`config.mk`:
```
export PLATFORM = sky130hd
export DESIGN_NAME = secAlarmRtc
export DESIGN_NICKNAME = d
export VERILOG_FILES = /design/src/rtl/secRtcPkg.sv /design/src/rtl/secRtcCtrl.sv /design/src/rtl/secRtcDatapath.sv /design/src/rtl/secAlarmRtc.sv
export SDC_FILE = /design/constraint.sdc
export NUM_CORES = 1
export LEC_CHECK = 0
export BUFFER_PORTS_ARGS = -buffer_cell sky130_fd_sc_hd__buf_2
export CORE_MARGIN = 3
export CORE_UTILIZATION = 55
export DETAILED_ROUTE_END_ITERATION = 16
export PLACE_DENSITY = 0.78
export RECOVER_POWER = 25
export SLEW_MARGIN = 10
export SYNTH_ARGS = -nofsm -noshare
export SYNTH_HDL_FRONTEND = slang
export SYNTH_SLANG_ARGS = --single-unit
```
`constraint.sdc`:
```
create_clock -name clk -period 2.76 [get_ports clk]
set_input_delay 0.138 -clock clk [delete_from_list [all_inputs] [get_ports clk]]
set_output_delay 0.138 -clock clk [all_outputs]
set_load 0.01 [all_outputs]
```
`src/rtl/secRtcPkg.sv`:
```
package secRtcPkg;
  // byte lane index width; covers up to 16 lanes
  localparam int IDX_W = 4;

  // control register bit positions (software decodes these)
  localparam int CNT_EN_BIT = 7;
  localparam int ALM_EN_BIT = 1;
  // control-2 register
  localparam int PEND_BIT   = 0;

  // fixed offsets at the front of the map
  localparam int CTRL_OFS  = 0;
  localparam int CTRL2_OFS = 1;
  localparam int WR_OFS    = 2;

  typedef struct packed {
    logic             loadLive;  // low time byte written: commit staged value
    logic             stageWr;   // upper time byte written into staging
    logic             almWr;     // alarm byte written
    logic             clrPend;   // write-one-to-clear of pending flag
    logic [IDX_W-1:0] byteIdx;   // lane for stageWr / almWr
  } rtcStrobes_t;
endpackage

```
`src/rtl/secRtcCtrl.sv`:
```
module secRtcCtrl
  import secRtcPkg::*;
#(
  parameter int ADDR_W = 4,
  parameter int DATA_W = 8,
  parameter int BYTES  = 4
) (
  input  logic                     clk,
  input  logic                     rstN,
  input  logic [ADDR_W-1:0]        addr,
  input  logic                     wrEn,
  input  logic                     wrCntBit,
  input  logic                     wrAlmBit,
  input  logic                     wrPendBit,
  input  logic [BYTES*DATA_W-1:0]  liveCount,
  input  logic [BYTES*DATA_W-1:0]  alarmVal,
  input  logic                     pending,
  output rtcStrobes_t              strb,
  output logic                     countEn,
  output logic                     alarmEn,
  output logic [DATA_W-1:0]        rdData
);
  localparam logic [ADDR_W-1:0] CTRL_A  = ADDR_W'(CTRL_OFS);
  localparam logic [ADDR_W-1:0] CTRL2_A = ADDR_W'(CTRL2_OFS);
  localparam logic [ADDR_W-1:0] WR_A    = ADDR_W'(WR_OFS);
  localparam logic [ADDR_W-1:0] RD_A    = ADDR_W'(WR_OFS + BYTES);
  localparam logic [ADDR_W-1:0] AL_A    = ADDR_W'(WR_OFS + 2 * BYTES);
  localparam logic [ADDR_W-1:0] END_A   = ADDR_W'(WR_OFS + 3 * BYTES);

  // write decode into strobes
  always_comb begin
    strb = '0;
    if (wrEn) begin
      if (addr == WR_A) begin
        strb.loadLive = 1'b1;
      end else if (addr > WR_A && addr < RD_A) begin
        strb.stageWr = 1'b1;
        strb.byteIdx = IDX_W'(addr - WR_A);
      end else if (addr >= AL_A && addr < END_A) begin
        strb.almWr   = 1'b1;
        strb.byteIdx = IDX_W'(addr - AL_A);
      end
      if (addr == CTRL2_A && wrPendBit) strb.clrPend = 1'b1;
    end
  end

  // control register: only the two defined bits are stored
  always_ff @(posedge clk) begin
    if (!rstN) begin
      countEn <= 1'b0;
      alarmEn <= 1'b0;
    end else if (wrEn && addr == CTRL_A) begin
      countEn <= wrCntBit;
      alarmEn <= wrAlmBit;
    end
  end

  // read mux
  always_comb begin
    rdData = '0;
    if (addr == CTRL_A) begin
      rdData[CNT_EN_BIT] = countEn;
      rdData[ALM_EN_BIT] = alarmEn;
    end else if (addr == CTRL2_A) begin
      rdData[PEND_BIT] = pending;
    end else begin
      for (int b = 0; b < BYTES; b++) begin
        if (addr == RD_A + ADDR_W'(b)) rdData = liveCount[b*DATA_W +: DATA_W];
        if (addr == AL_A + ADDR_W'(b)) rdData = alarmVal[b*DATA_W +: DATA_W];
      end
    end
  end
endmodule

```
`src/rtl/secRtcDatapath.sv`:
```
module secRtcDatapath
  import secRtcPkg::*;
#(
  parameter int DATA_W = 8,
  parameter int BYTES  = 4
) (
  input  logic                     clk,
  input  logic                     rstN,
  input  logic                     tick,
  input  logic                     countEn,
  input  logic                     alarmEn,
  input  logic [DATA_W-1:0]        wrData,
  input  rtcStrobes_t              strb,
  output logic [BYTES*DATA_W-1:0]  liveCount,
  output logic [BYTES*DATA_W-1:0]  alarmVal,
  output logic                     pending
);
  localparam int CW = BYTES * DATA_W;

  logic [BYTES-1:1][DATA_W-1:0] stage;
  logic [BYTES-1:0][DATA_W-1:0] alarmReg;
  logic                         fire;

  // staging for upper time bytes
  always_ff @(posedge clk) begin
    if (!rstN) begin
      stage <= '0;
    end else if (strb.stageWr) begin
      for (int b = 1; b < BYTES; b++)
        if (strb.byteIdx == IDX_W'(b)) stage[b] <= wrData;
    end
  end

  // alarm value lanes
  always_ff @(posedge clk) begin
    if (!rstN) begin
      alarmReg <= '0;
    end else if (strb.almWr) begin
      for (int b = 0; b < BYTES; b++)
        if (strb.byteIdx == IDX_W'(b)) alarmReg[b] <= wrData;
    end
  end
  assign alarmVal = alarmReg;

  // live counter: atomic load beats tick
  always_ff @(posedge clk) begin
    if (!rstN)                 liveCount <= '0;
    else if (strb.loadLive)    liveCount <= {stage, wrData};
    else if (tick && countEn)  liveCount <= liveCount + CW'(1);
  end

  assign fire = tick && countEn && alarmEn && (liveCount == alarmVal);

  // sticky pending, set wins over clear
  always_ff @(posedge clk) begin
    if (!rstN)             pending <= 1'b0;
    else if (fire)         pending <= 1'b1;
    else if (strb.clrPend) pending <= 1'b0;
  end
endmodule

```
`src/rtl/secAlarmRtc.sv`:
```
module secAlarmRtc
  import secRtcPkg::*;
#(
  parameter int ADDR_W = 4,
  parameter int DATA_W = 8,
  parameter int BYTES  = 4
) (
  input  logic              clk,
  input  logic              rstN,
  input  logic              tick,
  input  logic [ADDR_W-1:0] addr,
  input  logic [DATA_W-1:0] wrData,
  input  logic              wrEn,
  output logic [DATA_W-1:0] rdData,
  output logic              alarmIrq
);
  localparam int CW = BYTES * DATA_W;

  rtcStrobes_t   strb;
  logic          countEn;
  logic          alarmEn;
  logic          pending;
  logic [CW-1:0] liveCount;
  logic [CW-1:0] alarmVal;

  secRtcCtrl #(.ADDR_W(ADDR_W), .DATA_W(DATA_W), .BYTES(BYTES)) u_ctrl (
    .clk       (clk),
    .rstN      (rstN),
    .addr      (addr),
    .wrEn      (wrEn),
    .wrCntBit  (wrData[CNT_EN_BIT]),
    .wrAlmBit  (wrData[ALM_EN_BIT]),
    .wrPendBit (wrData[PEND_BIT]),
    .liveCount (liveCount),
    .alarmVal  (alarmVal),
    .pending   (pending),
    .strb      (strb),
    .countEn   (countEn),
    .alarmEn   (alarmEn),
    .rdData    (rdData)
  );

  secRtcDatapath #(.DATA_W(DATA_W), .BYTES(BYTES)) u_dp (
    .clk       (clk),
    .rstN      (rstN),
    .tick      (tick),
    .countEn   (countEn),
    .alarmEn   (alarmEn),
    .wrData    (wrData),
    .strb      (strb),
    .liveCount (liveCount),
    .alarmVal  (alarmVal),
    .pending   (pending)
  );

  assign alarmIrq = pending;
endmodule

```
==> impl_metrics.json <==
{
  "fill_cells": 767,
  "synthArstFlopShare_pct": 0,
  "final_nets": 624,
  "p_comb_share_pct": 9.3,
  "io_pins": 25,
  "grt_pass1_wl_mm": 22.9,
  "htree_levels": 3,
  "ys_ff_latch": 91,
  "dr_total_vias": 4495,
  "finalSetupTns_ns": 0,
  "dieArea_mm2": 0.0104,
  "ir_drop_v": 0.000412,
  "grt_overflow": 0,
  "wl_per_cell_um": 20.2,
  "cts_made_buffers": 9,
  "p_per_area_mw_per_mm2": 517,
  "power.total_mw": 2.82,
  "cts-root-buf": "clkbuf_8",
  "synth_area_mm2": 0.00504,
  "fin_crit_sh_pct": 80.8,
  "ctsResizeCount": 0,
  "area_growth_syn_to_layout_pct": 8.29,
  "dpl.cell_count": 701,
  "drc": 0,
  "routed_wl_mm": 14.5,
  "numPortBuffers": 24,
  "crit_path_top_delay_cell": "nor3b_1",
  "syn_avg_cell_area_um2": 8.40,
  "grt_pass1_vias": 4283,
  "clk_latency_ns": 0.37,
  "setup_viol": 0,
  "met2_usage_pct": 43.8,
  "fmax_ghz": 0.448,
  "rsz0062_at_grt": "no",
  "initial_core_util_pct": 57.2,
  "gp_congestion": 1.03,
  "die_w_um": 102,
  "placedInstanceArea_mm2": 0.00521,
  "die_h_um": 102,
  "cts_setup_buffers": 0,
  "slew_headroom_pct": 20.9,
  "grt_use_total_pct": 29.3,
  "endpoint_kind": "flip-flop",
  "final_cell_area_mm2": 0.00546,
  "busiest_layer": "met2",
  "cts_tree": "yes",
  "min_path_type": "primary input to flip-flop",
  "crit_type": "primary input to flip-flop",
  "max-cap-violations": 0,
  "synth_fp_nets": 620,
  "crit_required_ns": 3.01,
  "switching_share_pct": 24.9,
  "synth_warnings": 0,
  "cp.arrival_ns": 2.48,
  "clk_path_buf_depth": 2,
  "antenna_cells": 0,
  "finalNonFillerCells": 717,
  "multi_input_area_mm2": 0.00299,
  "drv_slew": 0,
  "antenna_left": 0,
  "power_frac_clock_pct": 42.6,
  "grt_max_degree": 65,
  "rows": 34,
  "seqPwrFrac_pct": 48.1,
  "p_int_mw": 2.12,
  "slowest_delay_ns": 0.44,
  "dp_hpwl_mm": 10.2,
  "drtIter0Drc": 441,
  "coreArea_mm2": 0.00881,
  "cp-start-kind": "primary input",
  "synth-edff-count": 0,
  "syn_inst": 600,
  "power.switching_mw": 0.701,
  "skew_ns": 0.00914,
  "path_cells": "buf_2, inv_1, ha_1, nor2b_1, nor3b_1, clkbuf_1, nand2_1, mux2i_1, nor2_1",
  "synth-main-ff-cell": "dfxtp_1",
  "met1_usage_pct": 40.7,
  "hold_viol": 0,
  "outcome": "completed",
  "final-seq-area_mm2": 0.00182,
  "grt_use_met3_pct": 6.54,
  "cts_hold_buf": 0,
  "synth_cell_types": 54,
  "p_leak_nw": 2.29,
  "drive_gt1_share_pct": 10.8,
  "tightestPinTransition_ns": 1.19,
  "ys_seq_area_share_pct": 36.1,
  "finalCriticalPeriod_ns": 2.23,
  "antenna_found_initial": 0,
  "detail_route.vias_per_cell": 6.27,
  "first_pass_iters": 5,
  "cts.clk_slew.worst_paths_ns": 0.10,
  "crit_fanout": 16,
  "whs_ns": 0.116,
  "clock-sinks": 91
}
==> layout make-up <==
type | count | area share, %
clock inverters | 7 | 2.66
flip-flops and latches | 91 | 33.4
multi-input cells | 457 | 54.8
repair buffers | 38 | 3.99
well taps | 108 | 2.48
inverters | 7 | 0.481
clock buffers | 9 | 2.27
==> kinds of logic (layout without fill, tap and decap cells) <==
kind of cell / after synthesis / count (layout) / synth area share (%)
adders and majority gates: 4 / 4 / 0.993
xor gates and xnor gates: 61 / 61 / 10.6
and+or+nand+nor: 211 / 211 / 20.9
DFF: 91 / 91 / 36.1
AOI/OAI and AO/OA: 120 / 120 / 14.9
muxes: 61 / 61 / 12.1
buffers and inverters: 52 / 61 / 4.37
==> metal layers <==
metal | vias to the layer above | routed length [um]
met5 | - | 0
met4 | 0 | 566
met3 | 42 | 1270
met2 | 211 | 6430
met1 | 2116 | 6210
li1 | 2126 | -
==> Yosys cell counts (4+ instances only) <==
library cell	n	area, um2
o22ai_1	5	31.3
buf_2	8	40.0
dfxtp_1	91	1820
nor2_1	93	349
mux2i_1	60	601
o21ai_0	26	130
nor4_1	5	31.3
xor2_1	34	298
and4_1	5	43.8
inv_1	6	22.5
and3_1	7	43.8
a22o_1	4	35.0
clkbuf_1	31	116
nor2b_1	7	43.8
buf_4	4	30.0
a22oi_1	4	30.0
xnor2_1	27	236
nand2_1	31	116
o221a_2	4	45.0
a21oi_1	45	225
nand4_1	16	100
ha_1	4	50.1
a211oi_1	11	82.6
nand3_1	20	100
o31ai_1	4	30.0
==> cell usage in the layout (no fill, tap or decap), types with 5 or more instances in the layout <==
| cell type | count |
|---|---|
| nor4_1 | 5 |
| a211oi_1 | 11 |
| xnor2_1 | 27 |
| and4_1 | 5 |
| and3_1 | 7 |
| mux2i_1 | 60 |
| o22ai_1 | 5 |
| nand2_1 | 33 |
| a21oi_1 | 45 |
| buf_4 | 12 |
| nor2b_1 | 7 |
| xor2_1 | 34 |
| nor2_1 | 93 |
| nand4_1 | 16 |
| buf_2 | 23 |
| o21ai_0 | 26 |
| clkbuf_8 | 9 |
| nand3_1 | 20 |
| inv_1 | 6 |
| dfxtp_1 | 91 |
==> worst max-delay path: cells and delay by family <==
kind                     cells  cell delay, ns
adder cells (fa/ha/maj)      1            0.25
buffers and inverters        3            0.81
multiplexers                 1            0.25
AND/OR/NAND/NOR              4            1.04
==> registers in the layout, indices dropped and copies added (netlist names) <==
register        cells
u_dp.alarmVal      32
u_dp.stage         24
u_ctrl.alarmEn      1
u_dp.pending        1
u_ctrl.countEn      1
u_dp.liveCount     32
==> worst paths after layout <==
kind | startpoint | end | slack [ns] | depth (start not counted)
setup reg to reg | u_ctrl.countEn$_SDFFE_PN0P_ | u_dp.liveCount[19]$_SDFFE_PN0P_ | 0.68 | 5
hold / removal | tick | u_dp.liveCount[1]$_SDFFE_PN0P_ | 0.12 | 3
setup / recovery | addr[2] | u_dp.stage[22]$_SDFFE_PN0P_ | 0.53 | 9
hold reg to reg | u_dp.stage[20]$_SDFFE_PN0P_ | u_dp.stage[20]$_SDFFE_PN0P_ | 0.46 | 2
==> power by group through the flow <==
| stage | Sequential [mW] | Combinational [mW] | Clock [mW] |
|---|---|---|---|
| 2_1_floorplan | 1.38 | 0.180 | 0 |
| 3_3_place_gp | 1.38 | 0.252 | 0 |
| 3_5_place_dp | 1.39 | 0.256 | 0 |
| 4_1_cts | 1.36 | 0.258 | 1.22 |
| 5_1_grt | 1.36 | 0.284 | 1.26 |
| 6_report | 1.36 | 0.262 | 1.20 |
==> through the flow <==
step,setup slack [ns],utilization [%]
after floorplan,0.727,-
after global placement,0.523,59.1
after detailed placement,0.349,59.1
after CTS,0.610,62.2
after global routing,0.412,62.0
final,0.530,62.0
Power figures use the tool's default switching activity.
